[config.mk]
export PLATFORM = sky130hd
export DESIGN_NAME = dma_bw_throttle
export DESIGN_NICKNAME = d
export VERILOG_FILES = /design/src/rtl/dma_bw_pkg.sv /design/src/rtl/dma_bw_startup_gate.sv /design/src/rtl/dma_bw_stall_timer.sv /design/src/rtl/dma_bw_throttle.sv
export SDC_FILE = /design/constraint.sdc
export NUM_CORES = 1
export LEC_CHECK = 0
export BUFFER_PORTS_ARGS = -buffer_cell sky130_fd_sc_hd__buf_2
export CAP_MARGIN = 20
export CELL_PAD_IN_SITES_DETAIL_PLACEMENT = 1
export CELL_PAD_IN_SITES_GLOBAL_PLACEMENT = 1
export CORE_AREA = 2 2 39 41
export DETAILED_ROUTE_END_ITERATION = 10
export DIE_AREA = 0 0 41 43
export GPL_ROUTABILITY_DRIVEN = 0
export PLACE_DENSITY = 0.64
export SLEW_MARGIN = 30
export SYNTH_ARGS = -nofsm -noshare
export SYNTH_HDL_FRONTEND = slang
export SYNTH_HIERARCHICAL = 1
export SYNTH_SLANG_ARGS = --single-unit
[constraint.sdc]
create_clock -name clk -period 2.9 [get_ports clk]
set_clock_uncertainty 0.1 [all_clocks]
set_input_delay 0.58 -clock clk [delete_from_list [all_inputs] [get_ports clk]]
set_output_delay 0.58 -clock clk [all_outputs]
set_load 0.05 [all_outputs]
[src/rtl/dma_bw_pkg.sv]
package dma_bw_pkg;
   typedef enum logic [1:0] {
      BW_NONE    = 2'b00,
      BW_ELEVATE = 2'b01,
      BW_SHORT   = 2'b10,
      BW_LONG    = 2'b11
   } bw_mode_e;
endpackage

[src/rtl/dma_bw_startup_gate.sv]
module dma_bw_startup_gate #(
   parameter int SUPPRESS_CYCLES = 2,
   parameter int CW              = $clog2(SUPPRESS_CYCLES + 1)
) (
   input  logic clk,
   input  logic rst_n,
   input  logic chan_start,
   input  logic bus_cyc_done,
   output logic past_startup
);
   localparam logic [CW-1:0] SAT = CW'(SUPPRESS_CYCLES);

   logic [CW-1:0] cyc_q;

   initial assert_cfg_suppress_R6 : assert (SUPPRESS_CYCLES >= 1)
      else $error("SUPPRESS_CYCLES must be at least 1");

   always_ff @(posedge clk) begin
      if (!rst_n)
         cyc_q <= '0;
      else if (chan_start)
         cyc_q <= '0;
      else if (bus_cyc_done && cyc_q != SAT)
         cyc_q <= cyc_q + 1'b1;
   end

   assign past_startup = (cyc_q == SAT);

   assert_saturate_R9 : assert property (@(posedge clk) disable iff (!rst_n)
      cyc_q <= SAT);

   assert_restart_R9 : assert property (@(posedge clk) disable iff (!rst_n)
      chan_start |=> (cyc_q == '0));

   assert_hold_sat_R9 : assert property (@(posedge clk) disable iff (!rst_n)
      (past_startup && !chan_start) |=> past_startup);
endmodule

[src/rtl/dma_bw_stall_timer.sv]
module dma_bw_stall_timer #(
   parameter int MAX_LEN = 8,
   parameter int CW      = $clog2(MAX_LEN + 1)
) (
   input  logic          clk,
   input  logic          rst_n,
   input  logic          load,
   input  logic [CW-1:0] load_len,
   output logic          stall
);
   logic [CW-1:0] left_q;

   initial assert_cfg_len_R4 : assert (MAX_LEN >= 1)
      else $error("MAX_LEN must be at least 1");

   always_ff @(posedge clk) begin
      if (!rst_n)
         left_q <= '0;
      else if (left_q != '0)
         left_q <= left_q - 1'b1;
      else if (load)
         left_q <= load_len;
   end

   assign stall = (left_q != '0);

   assert_count_down_R10 : assert property (@(posedge clk) disable iff (!rst_n)
      (left_q != '0) |=> (left_q == $past(left_q) - 1'b1));

   assert_load_len_R5 : assert property (@(posedge clk) disable iff (!rst_n)
      (load && left_q == '0) |=> (left_q == $past(load_len)));

   assert_idle_hold_R4 : assert property (@(posedge clk) disable iff (!rst_n)
      (!load && left_q == '0) |=> (left_q == '0));
endmodule

[src/rtl/dma_bw_throttle.sv]
module dma_bw_throttle
   import dma_bw_pkg::*;
#(
   parameter int SHORT_STALL     = 4,
   parameter int LONG_STALL      = 8,
   parameter int SUPPRESS_CYCLES = 2
) (
   input  logic       clk,
   input  logic       rst_n,
   input  logic [1:0] bw_mode,
   input  logic       chan_active,
   input  logic       chan_start,
   input  logic       bus_cyc_done,
   input  logic       pair_done,
   input  logic       last_write,
   output logic       stall,
   output logic       prio_elev
);
   localparam int MAX_LEN = (LONG_STALL > SHORT_STALL) ? LONG_STALL : SHORT_STALL;
   localparam int LW      = $clog2(MAX_LEN + 1);

   initial assert_cfg_short_R4 : assert (SHORT_STALL >= 1)
      else $error("SHORT_STALL must be at least 1");
   initial assert_cfg_long_R5 : assert (LONG_STALL >= SHORT_STALL)
      else $error("LONG_STALL must not be below SHORT_STALL");

   bw_mode_e      mode;
   logic          past_startup;
   logic          stall_arm;
   logic          load;
   logic [LW-1:0] len_sel;

   assign mode = bw_mode_e'(bw_mode);

   generate
      if (SHORT_STALL == LONG_STALL) begin : g_one_len
         assign len_sel = LW'(SHORT_STALL);
      end else begin : g_two_len
         assign len_sel = (mode == BW_LONG) ? LW'(LONG_STALL) : LW'(SHORT_STALL);
      end
   endgenerate

   dma_bw_startup_gate #(
      .SUPPRESS_CYCLES(SUPPRESS_CYCLES)
   ) u_gate (
      .clk         (clk),
      .rst_n       (rst_n),
      .chan_start  (chan_start),
      .bus_cyc_done(bus_cyc_done),
      .past_startup(past_startup)
   );

   assign stall_arm = (mode == BW_SHORT) || (mode == BW_LONG);
   assign load      = pair_done && !last_write && !chan_start && past_startup && stall_arm;

   dma_bw_stall_timer #(
      .MAX_LEN(MAX_LEN),
      .CW     (LW)
   ) u_timer (
      .clk     (clk),
      .rst_n   (rst_n),
      .load    (load),
      .load_len(len_sel),
      .stall   (stall)
   );

   assign prio_elev = chan_active && past_startup && (mode == BW_ELEVATE);

   assert_none_mode_R2 : assert property (@(posedge clk) disable iff (!rst_n)
      (mode == BW_NONE && !stall) |=> !stall);

   assert_elev_no_stall_R3 : assert property (@(posedge clk) disable iff (!rst_n)
      (mode == BW_ELEVATE && !stall) |=> !stall);

   assert_startup_R6 : assert property (@(posedge clk) disable iff (!rst_n)
      (!past_startup && !stall) |=> !stall);

   assert_last_no_stall_R7 : assert property (@(posedge clk) disable iff (!rst_n)
      (pair_done && last_write && !stall) |=> !stall);

   assert_prio_restart_R8 : assert property (@(posedge clk) disable iff (!rst_n)
      chan_start |=> !prio_elev);

   assert_reset_R1 : assert property (@(posedge clk)
      !rst_n |=> (!stall && !prio_elev));
endmodule

; Yosys cells after proc, flatten, opt, wreduce, memory -nomap -nowiden
; Cells that the tools add are included.
; W data, S select, Z words.
[word_totals]
reg_bits = 6
latchBits = 0
ramBits = 0
rom_bits = 0
in_bits = 9
output_inout_bits = 2
elab_cells = 26
mem_count = 0
[op_classes]
add_sub_neg = 2
n_mul = 0
div = 0
magnitude_cmp = 0
n_eq_ne = 5
n_shift = 0
mux = 3
bitwise = 1
reduce_logical = 13
[ops]
columns = op, count
row1 = $mux W4, 3
row2 = $logic_and A1 B1 Y1, 7
row3 = $eq A2 B2 Y1 const B, 3
row4 = $reduce_bool A4 Y1, 1
row5 = $sub A4 B1 Y4 const B, 1
row6 = $add A2 B1 Y2 const B, 1
row7 = $eq A2 B1 Y1 const B, 1
row8 = $logic_not A1 Y1, 2
row9 = $ne A2 B2 Y1 const B, 1
row10 = $reduce_bool A2 Y1, 1
row11 = $reduce_or A2 Y1, 1
row12 = $logic_or A1 B1 Y1, 1
row13 = $not A1 Y1, 1

; Logic depth before layout (Yosys ltp)
[depth]
word_depth = 7
ltp_mapped = 6
ltp_nobuf = 6

; Hierarchy
; The synthesis kept the hierarchy.
[by_module_without_submodules]
columns = module, instances, cells_each, area_per_inst_um2, seq_area_each_um2
row1 = dma_bw_stall_timer, 1, 28, 226.5, 80.1
row2 = dma_bw_startup_gate, 1, 10, 107.6, 40.0
row3 = dma_bw_throttle, 1, 6, 43.8, 0.0

; Worst setup path after synthesis
; OpenSTA, ideal clock, no wires.
[synth_path]
path_kind = flip-flop to flip-flop
startpoint = reg u_timer.left_q[0]
endpoint = reg u_timer.left_q[0]
setup_time_ps = 116
t_arrival_ps = 1640
t_required_ps = 2684
path_slack_ps = 1045
stages_incl_launch_ff = 7
n_path_buf = 1
period_less_slack_ps = 1855
cell_sequence = dfxtp_1 > inv_1 > ha_1 > or3b_1 > clkbuf_2 > a211o_1 > and3_1
[synth_via]
elab_chain_cells = 2
word_cells_on_any_way = 4
cone_classes = add/sub (1) / mux (1) / reduce/logical (2)
[synth_rtl]
columns = element, line_no
row1 = from (decl), dma_bw_stall_timer.sv:11  ; logic [CW-1:0] left_q;
row2 = from (signal assigned), dma_bw_stall_timer.sv:20  ; left_q <= left_q - 1'b1;
row3 = from (signal assigned), dma_bw_stall_timer.sv:22  ; left_q <= load_len;
row4 = $reduce_bool A4 Y1 (*), n/a
row5 = named net stall, dma_bw_throttle.sv:16  ; output logic stall,
row6 = $mux W4 or $reduce_bool A2 Y1 (tied branches), n/a
; The timed path passes the listed nets; every way through them passes the cells marked *.
; A chain may end at the register's enable or synchronous reset.

; Final worst setup path
[layout_path]
startpoint = reg u_timer.left_q[0]
endpoint = out stall
[layout_via]
elab_chain_cells = 1
[layout_rtl]
columns = element, line_no
row1 = $reduce_bool A4 Y1, dma_bw_stall_timer.sv:25  ; assign stall = (left_q != '0);
row2 = to (decl), dma_bw_throttle.sv:16
; Every way passes these cells.

==> run_results.csv <==
group,metric,value,unit
final_layout,final_cell_mix,"10 x buf_2, 6 x inv_1, 6 x dfxtp_1",
global_routing,grt_pass1_vias,351,
floorplan,num_io_pins,11,
final_layout,area_delta_synth_final,25.2,%
timing,rsz0062_at_grt,"false",
power_and_ir_drop,p_leak,0.214,nW
route,dr_total_vias,343,
critical_path,critPathLaunchType,"flop",
critical_path,slowest_delay,450,ps
power_and_ir_drop,internal_power,0.230,mW
global_routing,grt_max_degree,7,
synth,ys_seq_area_share,31.8,%
timing,min_period,2250,ps
critical_path,cp-end-kind,"primary output",
timing,finalSetupTns,0,ps
floorplan,initial_utilization,27.3,%
clock_network,clock_path_buffers,2,
route,first_pass_iters,4,
critical_path,crit_required,2220,ps
final_layout,nNetsFinal,71,
synth,netlist_instances,44,
critical_path,critical_path.top_delay_family,"simple AND/OR/NAND/NOR gates",
floorplan,num_rows,14,
worst_hold_path,hp-start,"u_gate/cyc_q[0]",
global_routing,antenna_found_initial,0,
status,status,"finished clean",
final_layout,fill_cells,182,
timing,finalCritPeriodShare,77.4,%
route,postRouteAntennaNets,0,
critical_path,arrival,1570,ps
clock_network,cts.sinks,6,
route,vias_per_cell,4.64,
clock_network,cts_root_buf,"clkbuf_4",
power_and_ir_drop,power.switching,0.169,mW
power_and_ir_drop,p_clk_share,18.9,%
global_routing,grt_use_total,11.4,%
global_routing,grt_pass1_wl,1300,µm
timing,whs,427,ps
global_routing,gr-total-overflow,0,
clock_network,path_clk_slew,40,ps
critical_path,cp.buffers_inverters,2,
clock_network,cts_buffers,3,
critical_path,crit_fanout,6,
run,maxCapViolCount,0,
route,drt_iter0_drc,6,
route,routedWlPerCell,10.6,µm
critical_path,slowest_stage,"or3b_1",
final_layout,antenna-diode-count,0,
worst_hold_path,hold_depth,2,
final_layout,drive_gt1_share,29.3,%
timing,max_freq,445,MHz
clock_network,postCtsResizedCells,0,
timing,setup_viol,0,
critical_path,crit_chain,"inv_1 -> ha_1 -> or3b_1 -> buf_2",
power_and_ir_drop,combinationalPowerShare,48.5,%
synth,synth_cell_types,29,
synth,ys_ff_latch,6,
clock_network,cts-hold-fix-buffers,0,
power_and_ir_drop,power,0.398,mW
critical_path,reg2reg_slack,1150,ps
floorplan,die_area,1760,µm²
route,drt_wl_total,786,µm
synth,syn_avg_cell_area,8.59,µm²
final_layout,final_area,473,µm²
place,post-place-ws,907,ps
clock_network,tritoncts,"done",
timing,final_max_slew_viol_count,0,
clock_network,post_cts_buffers,0,
final_layout,final_common_cell,"buf_2",
place,dp.cells,71,
floorplan,core_area,1380,µm²
timing,hold_viol,0,
critical_path,crit_type,"flop to primary output",
power_and_ir_drop,ir_drop,0.000448,V
critical_path,r2r-end,"u_timer/left_q[0]",
power_and_ir_drop,p_per_area,843,nW/µm²
floorplan,die-height,43,µm
clock_network,clock_latency,240,ps
timing,fin_ws,654,ps
worst_hold_path,hp-class,"flop to flop",
power_and_ir_drop,seqPwrFrac,32.5,%
final_layout,fin_util,34.2,%
floorplan,die_width,41,µm
place,dp.final_hpwl,625,µm
critical_path,reg2reg_depth,5,
final_layout,final_cells,74,
critical_path,r2r_start,"u_timer/left_q[0]",
place,place_area,450,µm²
worst_hold_path,hold_end,"u_gate/cyc_q[0]",
power_and_ir_drop,swShare,42.4,%
synth,synth_area,378,µm²
route,drcViolationCount,0,
synth,yosysWarnings,6,
clock_network,cts_max_level,1,
place,portBuffers,10,
## worst min-delay path: stages, from the launching register on
cell and delay (ps):
dfxtp_1 340, xnor2_1 80, nor2_1 80
## layout make-up
| type | count | area [µm²] | area share (%) |
|---|---|---|---|
| well taps | 16 | 20.0 | 4.23 |
| flip-flops and latches | 6 | 120 | 25.4 |
| multi-input cells | 33 | 238 | 50.3 |
| repair buffers | 10 | 50.0 | 10.6 |
| clock buffers | 3 | 22.5 | 4.76 |
| inverters | 6 | 22.5 | 4.76 |
## power by group through the flow
stage	clock [mW]	sequential [mW]	combinational (mW)
2_1_floorplan	0	0.124	0.166
3_3_place_gp	0	0.130	0.193
3_5_place_dp	0	0.131	0.192
4_1_cts	0.0811	0.130	0.194
5_1_grt	0.0866	0.133	0.216
6_report	0.0755	0.130	0.193
## cells by family after synthesis
logic type	Yosys count	share of synthesized area (%)
simple gates	18	32.1
compound gates	9	18.9
buf+inv	7	7.28
flops	6	31.8
fa+ha+maj	2	6.62
xor+xnor	1	2.32
other cells	1	0.992
## sequential cells by signal, indices dropped and copies added (netlist names)
signal and flops:
u_gate/cyc_q 2, u_timer/left_q 4
## layer usage
metal  vias up  track usage, %  wire length (µm)
li1        178               -                 -
met1       156            12.9               350
met3         0            2.09                58
met4         0            12.0                 0
met2         9            15.9               376
met5         -               0                 0
## worst max-delay path by stage
stage	from	endpoint	slack, ps	cells after the start
after floorplan	u_timer/left_q[0]	u_timer/left_q[0]	1040	6
after global placement	u_timer/left_q[0]	stall	920	4
after detailed placement	u_timer/left_q[0]	stall	910	4
after CTS	u_timer/left_q[0]	stall	640	4
after global routing	u_timer/left_q[0]	stall	560	4
final	u_timer/left_q[0]	stall	650	4
## Yosys cell counts
cell      n  area (µm²)
o41ai_1   1        8.76
or3b_1    1        8.76
clkbuf_2  1        5.00
and3_1    1        6.26
nand2_1   2        7.51
o21ai_0   2        10.0
nand2b_1  1        6.26
nor2_1    3        11.3
a211oi_2  1        12.5
nor3b_1   1        7.51
and4b_1   1        10.0
xnor2_1   1        8.76
nor4_1    1        6.26
a21oi_1   1        5.00
ha_1      2        25.0
inv_1     6        22.5
a211o_1   1        8.76
nor3_1    1        5.00
nor2b_4   1        13.8
nor3b_2   1        12.5
nand3b_1  1        7.51
dfxtp_1   6         120
o21a_1    1        7.51
and2_1    1        6.26
conb_1    1        3.75
o211a_1   1        10.0
a311oi_1  1        8.76
nor2_2    1        6.26
nor2b_1   1        6.26
Note: power is estimated with default switching activity, not from simulation.
